===== src/rtl/sweep_ctl_pkg.sv =====
package sweep_ctl_pkg;

    localparam logic [1:0] MODE_NORMAL = 2'd0;
    localparam logic [1:0] MODE_AUTO   = 2'd1;
    localparam logic [1:0] MODE_SINGLE = 2'd2;

    typedef enum logic [1:0] {
        ST_ARMED   = 2'd0,
        ST_SWEEP   = 2'd1,
        ST_HOLDOFF = 2'd2,
        ST_LOCKED  = 2'd3
    } sweep_state_e;

endpackage


===== src/rtl/sweep_hold_timer.sv =====
module sweep_hold_timer #(
    parameter int W = 8
) (
    input  logic         clk,
    input  logic         rst_n,
    input  logic         clr,
    input  logic         load,
    input  logic [W-1:0] len,
    output logic         zero
);
    logic [W-1:0] cnt;

    always_ff @(posedge clk) begin
        if (!rst_n)          cnt <= '0;
        else if (clr)        cnt <= '0;
        else if (load)       cnt <= len;
        else if (cnt != '0)  cnt <= cnt - 1'b1;
    end

    assign zero = (cnt == '0);

    // the loaded length is the value presented at load time
    a_r12_load_takes_len: assert property (@(posedge clk) disable iff (!rst_n)
        (load && !clr) |=> (cnt == $past(len)));

    // the count never rises without a load
    a_r4_count_down_only: assert property (@(posedge clk) disable iff (!rst_n)
        (!load && !clr && !$past(!rst_n)) |=> (cnt <= $past(cnt)));
endmodule


===== src/rtl/sweep_auto_timer.sv =====
module sweep_auto_timer #(
    parameter int W = 16
) (
    input  logic         clk,
    input  logic         rst_n,
    input  logic         run,
    input  logic [W-1:0] len,
    output logic         expired
);
    logic [W-1:0] cnt;

    always_ff @(posedge clk) begin
        if (!rst_n)          cnt <= '0;
        else if (!run)       cnt <= '0;
        else if (cnt != len) cnt <= cnt + 1'b1;
    end

    assign expired = (cnt == len);

    // any idle interruption restarts the quiet period
    a_r7_restart_on_stop: assert property (@(posedge clk) disable iff (!rst_n)
        !run |=> (cnt == '0));
endmodule


===== src/rtl/sweep_mode_ctrl.sv =====
module sweep_mode_ctrl
    import sweep_ctl_pkg::*;
#(
    parameter int HOLD_W = 8,
    parameter int AUTO_W = 16
) (
    input  logic              clk,
    input  logic              rst_n,
    input  logic [1:0]        mode_sel,
    input  logic              trig_in,
    input  logic              sweep_end,
    input  logic              lockout_in,
    input  logic              arm_reset,
    input  logic [HOLD_W-1:0] holdoff_len,
    input  logic [AUTO_W-1:0] auto_len,
    output logic              sweep_start,
    output logic              sweep_inhibit,
    output logic              holdoff_active,
    output logic              ready,
    output logic              auto_req
);
    sweep_state_e state, state_nx;
    logic [1:0]   mode_q;
    logic         shot_taken;
    logic         mode_chg;
    logic         is_auto, is_single;
    logic         hold_zero, hold_load;
    logic         auto_run, auto_expired, auto_fire;

    assign mode_chg  = (mode_sel != mode_q);
    assign is_auto   = (mode_q == MODE_AUTO);
    assign is_single = (mode_q == MODE_SINGLE);

    // holdoff counter: reloaded while lockout persists or at end of sweep
    assign hold_load = lockout_in || ((state == ST_SWEEP) && sweep_end);

    sweep_hold_timer #(.W(HOLD_W)) u_hold (
        .clk   (clk),
        .rst_n (rst_n),
        .clr   (mode_chg),
        .load  (hold_load),
        .len   (holdoff_len),
        .zero  (hold_zero)
    );

    // auto quiet-period counter: runs only while armed in auto mode
    assign auto_run = (state == ST_ARMED) && is_auto && !mode_chg
                      && !trig_in && !lockout_in;

    sweep_auto_timer #(.W(AUTO_W)) u_auto (
        .clk     (clk),
        .rst_n   (rst_n),
        .run     (auto_run),
        .len     (auto_len),
        .expired (auto_expired)
    );

    // state register
    always_ff @(posedge clk) begin
        if (!rst_n) begin
            state      <= ST_ARMED;
            mode_q     <= MODE_NORMAL;
            shot_taken <= 1'b0;
        end else begin
            state  <= state_nx;
            mode_q <= mode_sel;
            if (mode_chg)
                shot_taken <= (mode_sel == MODE_SINGLE);
            else if (arm_reset)
                shot_taken <= 1'b0;
            else if (sweep_start && is_single)
                shot_taken <= 1'b1;
        end
    end

    // next-state logic
    always_comb begin
        state_nx = state;
        if (mode_chg) begin
            state_nx = (mode_sel == MODE_SINGLE) ? ST_LOCKED : ST_ARMED;
        end else begin
            unique case (state)
                ST_ARMED: begin
                    if (lockout_in)       state_nx = ST_HOLDOFF;
                    else if (sweep_start) state_nx = ST_SWEEP;
                end
                ST_SWEEP: begin
                    if (lockout_in || sweep_end) state_nx = ST_HOLDOFF;
                end
                ST_HOLDOFF: begin
                    if (!lockout_in && hold_zero)
                        state_nx = (is_single && shot_taken && !arm_reset)
                                   ? ST_LOCKED : ST_ARMED;
                end
                ST_LOCKED: begin
                    if (lockout_in)     state_nx = ST_HOLDOFF;
                    else if (arm_reset) state_nx = ST_ARMED;
                end
                default: state_nx = ST_ARMED;
            endcase
        end
    end

    // outputs
    always_comb begin
        ready          = (state == ST_ARMED) && !lockout_in && !mode_chg;
        auto_fire      = ready && is_auto && auto_expired;
        sweep_start    = ready && (trig_in || auto_fire);
        auto_req       = auto_fire && !trig_in;
        holdoff_active = (state == ST_HOLDOFF);
        sweep_inhibit  = lockout_in || (state == ST_HOLDOFF) || (state == ST_LOCKED);
    end

    // an accepted start always leads into a running sweep
    a_r2_start_enters_sweep: assert property (@(posedge clk) disable iff (!rst_n)
        sweep_start |=> (state == ST_SWEEP));

    // no start while busy
    a_r3_no_start_busy: assert property (@(posedge clk) disable iff (!rst_n)
        ((state == ST_SWEEP) || (state == ST_HOLDOFF)) |-> !sweep_start);

    // holdoff implies inhibit, and holdoff is held until the count is zero
    a_r4_holdoff_inhibits: assert property (@(posedge clk) disable iff (!rst_n)
        holdoff_active |-> sweep_inhibit);
    a_r4_holdoff_held: assert property (@(posedge clk) disable iff (!rst_n)
        ((state == ST_HOLDOFF) && !hold_zero && !mode_chg) |=> (state == ST_HOLDOFF));

    // lockout blocks at once and leads into holdoff
    a_r5_lockout_blocks: assert property (@(posedge clk) disable iff (!rst_n)
        lockout_in |-> (sweep_inhibit && !ready && !sweep_start));
    a_r5_lockout_holdoff: assert property (@(posedge clk) disable iff (!rst_n)
        (lockout_in && !mode_chg) |=> holdoff_active);

    // free-run request only in auto mode, always with a start
    a_r6_auto_only_auto: assert property (@(posedge clk) disable iff (!rst_n)
        auto_req |-> (sweep_start && is_auto));

    // locked stays locked without re-arm, lockout or mode change
    a_r9_locked_stays: assert property (@(posedge clk) disable iff (!rst_n)
        ((state == ST_LOCKED) && !arm_reset && !lockout_in && !mode_chg)
        |=> (state == ST_LOCKED));

    // a mode change blocks a start in its cycle
    a_r11_change_no_start: assert property (@(posedge clk) disable iff (!rst_n)
        mode_chg |-> !sweep_start);
endmodule


===== config.mk =====
export PLATFORM = sky130hd
export DESIGN_NAME = sweep_mode_ctrl
export DESIGN_NICKNAME = d
export VERILOG_FILES = /design/src/rtl/sweep_ctl_pkg.sv /design/src/rtl/sweep_hold_timer.sv /design/src/rtl/sweep_auto_timer.sv /design/src/rtl/sweep_mode_ctrl.sv
export SDC_FILE = /design/constraint.sdc
export NUM_CORES = 1
export LEC_CHECK = 0
export BUFFER_PORTS_ARGS = -buffer_cell sky130_fd_sc_hd__buf_2
export CAP_MARGIN = 20
export CORE_MARGIN = 1
export CORE_UTILIZATION = 54
export DETAILED_ROUTE_END_ITERATION = 8
export GPL_ROUTABILITY_DRIVEN = 0
export GPL_TIMING_DRIVEN = 0
export PLACE_DENSITY = 0.84
export SLEW_MARGIN = 5
export SYNTH_ARGS = -nofsm -noshare
export SYNTH_HDL_FRONTEND = slang
export SYNTH_SLANG_ARGS = --single-unit

===== constraint.sdc =====
create_clock -name clk -period 2.6 [get_ports clk]
set_input_delay 0.39 -clock clk [delete_from_list [all_inputs] [get_ports clk]]
set_output_delay 0.39 -clock clk [all_outputs]
set_load 0.01 [all_outputs]

# Word level (Yosys, flattened, before mapping)
# Index checks and enable logic that the tools add are counted.
# word_totals
ff_bits	29
output_inout_bits	5
elab_cells	68
# op_classes
addsub	2
n_eq_ne	13
mux	15
n_bitwise	1
n_reduce_logical	32
# op_table
operator	count
2-to-1 mux 2 bit	9
adder 16 x 1 -> 16 bit, second input constant	1
equality test 16 bit	1
2-to-1 mux 8 bit	2
!= test 16 bit	1
logical AND 1 bit	15
equality test 2 bit, second input constant	4
logical NOT 8 bit	1
!= test 4 bit, second input constant	2
one-hot mux 2 bit (4 select lines)	1
nonzero test 8 bit	1
subtractor 8 x 1 -> 8 bit, second input constant	1
logical OR 1 bit	5
equality test 2 x 1 -> 1 bit, second input constant	2
logical NOT 1 bit	4
AND reduction 4 bit	1
2-to-1 mux 1 bit	3
!= test 3 x 1 -> 1 bit, second input constant	1
!= test 3 x 2 -> 1 bit, second input constant	1
nonzero test 3 bit	1
logical NOT 2 bit	1
!= test 2 bit	1
AND reduction 2 bit	1
nonzero test 2 bit	1
2 further kinds	2

# Depth between registers and ports, before layout
# Gate-level depths: netlist of the first run.
# depth
depth_word	11
ltp_mapped	8
depth_no_buf	7

# By module
# From an unflattened synthesis of the first run, not the netlist that was laid out.
# hier_totals
hier_cells	227
area_unflattened_um2	1895.6
# modules_own_cells
module	instances	cells_per_inst	area_per_inst_um2	seq_area_each_um2
sweep_auto_timer	1	110	954.7	320.3
sweep_hold_timer	1	60	505.5	160.2
sweep_mode_ctrl	1	57	435.4	100.1

# Worst setup path after synthesis of the first run
# OpenSTA, ideal clock, no wires.
# synth_timing
path_type	input-to-output
startpoint	in auto_len[9]
endpoint	out auto_req
arrival_ns	1.597
t_required_ns	2.210
path_slack_ns	0.613
cell_stages	6
cell_sequence	xor2_1 nor4_1 and4_1 buf_2 buf_2 and3_1
# synth_via
elab_chain_cells	3
# synth_rtl
item	line_no	text
start: declaration	sweep_mode_ctrl.sv:15	input logic [AUTO_W-1:0] auto_len,
equality test 16 bit	sweep_auto_timer.sv:18	assign expired = (cnt == len);
logical AND 1 bit	sweep_mode_ctrl.sv:107	auto_fire = ready && is_auto && auto_expired;
logical AND 1 bit	sweep_mode_ctrl.sv:109	auto_req = auto_fire && !trig_in;
end: declaration	sweep_mode_ctrl.sv:20	output logic auto_req
# No other way between the ends.

# Worst setup path after layout of the first run
# layout_timing
startpoint	reg u_auto.cnt[9]
endpoint	out auto_req
# layout_via
elab_chain_cells	3
# layout_rtl
item	line_no	text
start: declaration	sweep_auto_timer.sv:10	logic [W-1:0] cnt;
start signal: assignment	sweep_auto_timer.sv:15	else if (cnt != len) cnt <= cnt + 1'b1;
equality test 16 bit	sweep_auto_timer.sv:18	
logical AND 1 bit	sweep_mode_ctrl.sv:107	
logical AND 1 bit	sweep_mode_ctrl.sv:109	
# No other way between the ends.

==> metrics.cfg, run 1 <==
[outcome]
status = finished clean

[final_layout]
fillers = 271
drive_above_1_share_pct = 25.00
multi_input_area_sq_um = 1126
layout_commonest_cell = buf_2
fin_cells = 296
antenna_cells = 0
layout_common_cells = buf_2, dfxtp_1, a21oi_1, xor2_1, nand2_1
final_net_count = 285
seq_area_sq_um = 580.6
area_growth_pct = 19.69

[clock_network]
clkTransAtPathRegs_ns = 0.10
h-tree-depth = 2
hold_buffers = 0
cts_buffers = 5
cts_tree = done
cts-root-buf = clkbuf_4
post_cts_buffers = 0
clock_path_buffers = 2
worstSkewPairLatency_ns = 0.34
cts.sinks = 29

[grt]
grt_pass1_wl_microns = 6617
grt_pass1_vias = 1560
grt_overflow = 0
track_usage_pct = 24.91
grt_max_degree = 20
antenna_found_initial = 0

[pwr]
clkPwrFrac_pct = 41.7
switching_share_pct = 24.73
p_int_w = 0.0008493
p_comb_share_pct = 16.6
peakVddDrop_v = 0.0006664
power.density_nw_per_um2 = 533.6
p_leak_nw = 0.8579
seqPwrFrac_pct = 41.7
switchingPower_w = 0.0002790

[critical_path]
critical_path_class = reg2out
regToRegSetupSlack_ns = 0.46
start_kind = flop
worstPathMaxFanout = 19
critPathMaxStageDelay_ns = 0.37
end_kind = output port
worstPathArrival_ns = 2.06
timing.rr.start = u_hold.cnt[0]
cp_slowest_cell = dfxtp_1
r2r_cells = 8
cp.required_ns = 2.21
r2r-end = state[1]
path_cells = xor2_1 > nor4_2 > and4_1 > buf_4 > and3_1 > buf_2

[die]
die_area_sq_um = 3505
initial_core_util_pct = 57.40
die_x_microns = 59.20
rows = 20
io_pins = 37
core_sq_um = 3078
die_h_microns = 59.20

[sta]
slew_headroom_pct = 69.81
rsz0062_at_grt = no
drv_slew = 0
finalHoldViolations = 0
setup_tns_ns = 0
setup_viol_count_final = 0
fmax_mhz = 408.9
layout_min_cycle_time_ns = 2.445
clock_skew_ns = 0.01025
min_period_over_period_pct = 94.06
worst_pin_slew_ns = 0.4529

[place]
placed_cells = 289
portBuffers = 36
place_hpwl_microns = 2922

[route]
remaining_drc_errors = 0
drtAntennaViolNets = 0
via_per_inst = 5.736
wl_per_cell_microns = 13.32
finalWirelength_microns = 3942
drt_iter0_drc = 118
drt_pass1_iterations = 4
route.vias.total = 1698

[yosys]
synthCells = 209
ys_seq_area_share_pct = 32.86
ys_types = 46
ys_ff_latch = 29
yosys-top-cells-area = dfxtp_1, xor2_1, a21oi_1, xnor2_1, o31ai_1
async_flop_share_pct = 0
synth_top_area_cell = dfxtp_1
synth.avg_cell_area_sq_um = 8.453
syn-cell-area_sq_um = 1767
synth_ff_type = dfxtp_1
synth-edff-count = 0
yosysWarnings = 0
synth_top_area_share_pct = 32.86
postSynthNetCount = 243

[flow_run]
drv_cap = 0

[min_path]
hold_start = holdoff_len[0]
hold_class = in2reg
worstHoldEndpoint = u_hold.cnt[0]
min_path_cells = 3

[stage by stage]
| step | hold slack, ns | worst slack, ns | util, % | area (sq um) | power (W) |
|---|---|---|---|---|---|
| floorplan | 0.4578 | 0.6131 | - | 1767 | 0.0006087 |
| global placement | 0.4910 | 0.1361 | 65.04 | 2002 | 0.0006607 |
| detailed placement | 0.5002 | 0.1202 | 65.04 | 2002 | 0.0006636 |
| CTS | 0.2748 | 0.05201 | 68.62 | 2112 | 0.001135 |
| global route | 0.2692 | 0.01836 | 68.70 | 2115 | 0.001179 |
| finish | 0.2791 | 0.1545 | 68.70 | 2115 | 0.001128 |
[kinds of logic (layout without fill, tap and decap cells)]
kind of cell	Yosys count	after routing	share of synthesized area, %
DFF	29	29	32.86
adders and majority gates	2	2	1.416
AOI/OAI and AO/OA	55	55	20.47
muxes	3	3	1.771
xor gates and xnor gates	24	24	11.90
and+or+nand+nor	83	83	27.48
buffers and inverters	13	56	4.107
[registers in the layout, indices dropped and copies added (netlist names)]
signal and cells:
mode_q 2, u_hold.cnt 8, u_auto.cnt 16, shot_taken 1, state 2
[worst max-delay path, delay by kind of cell, from the launching register on]
family | cells | cell delay [ns]
AND/OR/NAND/NOR | 3 | 0.80
flip-flops | 1 | 0.37
buffers and inverters | 2 | 0.34
XOR/XNOR | 1 | 0.19
[how the worst max path moves through the flow]
stage	startpoint	end	slack, ns	cells past startpoint
global placement	auto_len[9]	auto_req	0.14	8
global route	u_auto.cnt[9]	auto_req	0.02	6
detailed placement	auto_len[9]	auto_req	0.12	8
CTS	u_auto.cnt[9]	auto_req	0.05	6
floorplan	auto_len[9]	auto_req	0.61	6
finish	u_auto.cnt[9]	auto_req	0.15	6
[per-layer routing]
| layer | share of wire [%] | track usage, % |
|---|---|---|
| met1 | 47 | 33.20 |
| met5 | 0 | 0 |
| met3 | 4.5 | 5.459 |
| met4 | 1.9 | 10.88 |
| met2 | 46 | 38.52 |
[what timing repair did]
action	in CTS	in global routing
gates resized for setup	2	2
endpoints found under the setup margin	1	1
pin swaps	0	0
[power groups by stage]
stage / registers (W) / clock network, W / logic [W]
2_1_floorplan: 0.000476 / 0 / 0.000132
3_3_place_gp: 0.000479 / 0 / 0.000181
3_5_place_dp: 0.000480 / 0 / 0.000184
4_1_cts: 0.000470 / 0.000478 / 0.000187
5_1_grt: 0.000473 / 0.000500 / 0.000206
6_report: 0.000470 / 0.000471 / 0.000187
[cell usage after synthesis (4+ instances only)]
library cell / number
buf_2: 5
a211oi_1: 7
o21ai_0: 7
nor3_1: 5
dfxtp_1: 29
a21oi_1: 20
and3_1: 5
o31ai_1: 8
and2b_2: 4
nand2_1: 12
nor4_1: 5
nor2_1: 11
or4_1: 6
nand3_1: 9
or3_1: 6
xnor2_1: 7
nor2b_1: 4
xor2_1: 17
inv_1: 6
[layout make-up]
class,count,share of cell area (%)
Clock inverter,3,3.077
Timing Repair Buffer,36,8.521
Clock buffer,5,1.775
Sequential cell,29,27.46
Multi-Input combinational cell,167,53.25
Inverter,6,1.065
Buffer,6,2.249
Tap cell,44,2.604
(Power assumes the default switching activity.)
==> inputs of run 2 (changes only) <==
CAP_MARGIN = 30   (was 20)
CORE_UTILIZATION = 55   (was 54)
PLACE_DENSITY = 0.85   (was 0.84)
clock period = 3.1 ns   (was 2.6 ns; I/O delays follow)
==> run 2 against run 1 <==
Effect of this change:
- design area is 2.9% lower
- sequential power is 16% lower
- global-route usage fell by 0.77 points
- sequential cell count unchanged
- routed wire length up 0.25%
- cell count increased by 0.34%
- critical path depth up 1
- largest power group is now registers
==> metrics.cfg, run 2 (synthesis gave the netlist of run 1 again) <==
[die]
die_x_microns = 58.68  ; -0.89%
core_sq_um = 3053  ; -0.81%
rows = 20  ; unchanged
io_pins = 37  ; unchanged
die_area_sq_um = 3443  ; -1.8%
initial_core_util_pct = 57.87  ; +0.47 points
die_h_microns = 58.68  ; -0.89%

[sta]
finalHoldViolations = 0  ; unchanged
worst_pin_slew_ns = 0.5097  ; +0.05684 ns
min_period_over_period_pct = 88.55
drv_slew = 0  ; unchanged
setup_ws_ns = 0.3549  ; +0.2003 ns
rsz0062_at_grt = no
clock_skew_ns = 0.01163  ; +0.001375 ns
setup_viol_count_final = 0  ; unchanged
setup_tns_ns = 0  ; unchanged
fmax_mhz = 364.3
layout_min_cycle_time_ns = 2.745
slew_headroom_pct = 66.02  ; -3.8 points

[clock_network]
cts_buffers = 5  ; unchanged
hold_buffers = 0  ; unchanged
cts_tree = done
h-tree-depth = 2  ; unchanged
post_cts_buffers = 0  ; unchanged
cts-root-buf = clkbuf_4
cts.sinks = 29  ; unchanged
worstSkewPairLatency_ns = 0.34  ; about the same
clock_path_buffers = 2  ; unchanged
cts_resized = 0  ; -2
clkTransAtPathRegs_ns = 0.10  ; about the same

[route]
remaining_drc_errors = 0  ; unchanged
drtAntennaViolNets = 0  ; unchanged
wl_met1_microns = 1846  ; -1.2%
route.vias.total = 1685  ; -0.77%
wl_met2_microns = 1853  ; +1.9%
wl_per_cell_microns = 13.31  ; about the same
via_per_inst = 5.673  ; -1.1%
wl_met3_microns = 186  ; +3.9%
top_layer = met4
drt_pass1_iterations = 5  ; +1
finalWirelength_microns = 3952  ; +0.25%
drt_iter0_drc = 67  ; -43%

[critical_path]
cp.required_ns = 2.63  ; +0.42 ns
worstPathArrival_ns = 2.28  ; +0.22 ns
worstSetupStartpoint = u_auto.cnt[10]
timing.rr.start = u_hold.cnt[0]
critical_path_class = reg2out
worstPathMaxFanout = 10  ; -9
r2r_cells = 8  ; unchanged
end_kind = output port
start_kind = flop

[place]
place_hpwl_microns = 2942  ; +0.68%
dpl_worst_slack_ns = 0.5059  ; +0.3857 ns
portBuffers = 36  ; unchanged
dpl_cell_area_sq_um = 2002  ; unchanged
placed_cells = 289  ; unchanged

[grt]
antenna_found_initial = 0  ; unchanged
grt_pass1_vias = 1435  ; -8.0%
grt_overflow = 0  ; unchanged
track_usage_pct = 24.14  ; -0.77 points
grt_max_degree = 11  ; -45%
grt_pass1_wl_microns = 6210  ; -6.2%

[final_layout]
top_regs = u_auto.cnt: 16 flops, u_hold.cnt: 8 flops
layout_common_cells = buf_2, dfxtp_1, a21oi_1, xor2_1, nand2_1
design_area_sq_um = 2053  ; -2.9%
area_growth_pct = 16.22
largest_reg_flops = 16  ; unchanged
drive_above_1_share_pct = 24.11  ; -0.89 points
layout_commonest_cell = buf_2
max_flop_register = u_auto.cnt
antenna_cells = 0  ; unchanged
fin_cells = 297  ; +0.34%
final_net_count = 286  ; +0.35%

[outcome]
status = finished clean

[flow_run]
drv_cap = 0  ; unchanged

[min_path]
min_path_cells = 3  ; unchanged
hold_class = in2reg
hold_start = holdoff_len[0]

[pwr]
peakVddDrop_v = 0.0002713  ; -59%
fin_total_pwr_w = 0.0007786  ; -31%
power.density_nw_per_um2 = 379.2  ; -29%
p_leak_nw = 0.8396  ; -2.1%

[run 2: changes by cell type in the layout (fill, tap and decap cells not counted), sizes merged]
cell and delta:
buf +1, bufinv -2, clkbuf +1, clkinv +1
[run 2: power by group]
part	total (W)	internal [W]	switching, W
combinational	0.000157	0.0000794	0.0000779
sequential	0.000394	0.000383	0.0000113
clock	0.000227	0.0000862	0.000141
total	0.000779	0.000548	0.000230
[run 2: final cells by class]
type,count,area (sq um)
well taps,44,55.05
fillers,279,999.7
plain buffers,7,50.05
inverters,6,22.52
clock inverters,2,10.01
multi-input cells,167,1114
repair buffers,36,180.2
clock buffers,6,41.29
flip-flops and latches,29,580.6
[run 2: worst paths after layout]
check / endpoint / slack (ns)
hold / removal: u_hold.cnt[0] / 0.35
hold reg to reg: u_auto.cnt[15] / 0.50
setup / recovery: auto_req / 0.35
setup reg to reg: state[1] / 0.97
[run 2: critical path, cell delays in order (launching register included)]
cell     delay, ns
dfxtp_1       0.36
xor2_1        0.17
nor4_1        0.38
and4_1        0.28
buf_2         0.22
buf_2         0.24
and3_1        0.17
buf_2         0.12
[run 2: stage by stage]
stage	hold WS (ns)	utilization, %
6_report	0.3519	67.25
5_1_grt	0.3513	67.25
4_1_cts	0.3551	67.25
3_5_place_dp	0.4898	65.57
3_3_place_gp	0.4866	65.57
2_1_floorplan	0.4578	-
[run 2: routing by layer]
layer / vias up / global-route usage (%)
li1: 864 / -
met1: 766 / 29.63
met2: 48 / 40.72
met3: 7 / 4.615
met4: 0 / 11.56
met5: - / 0
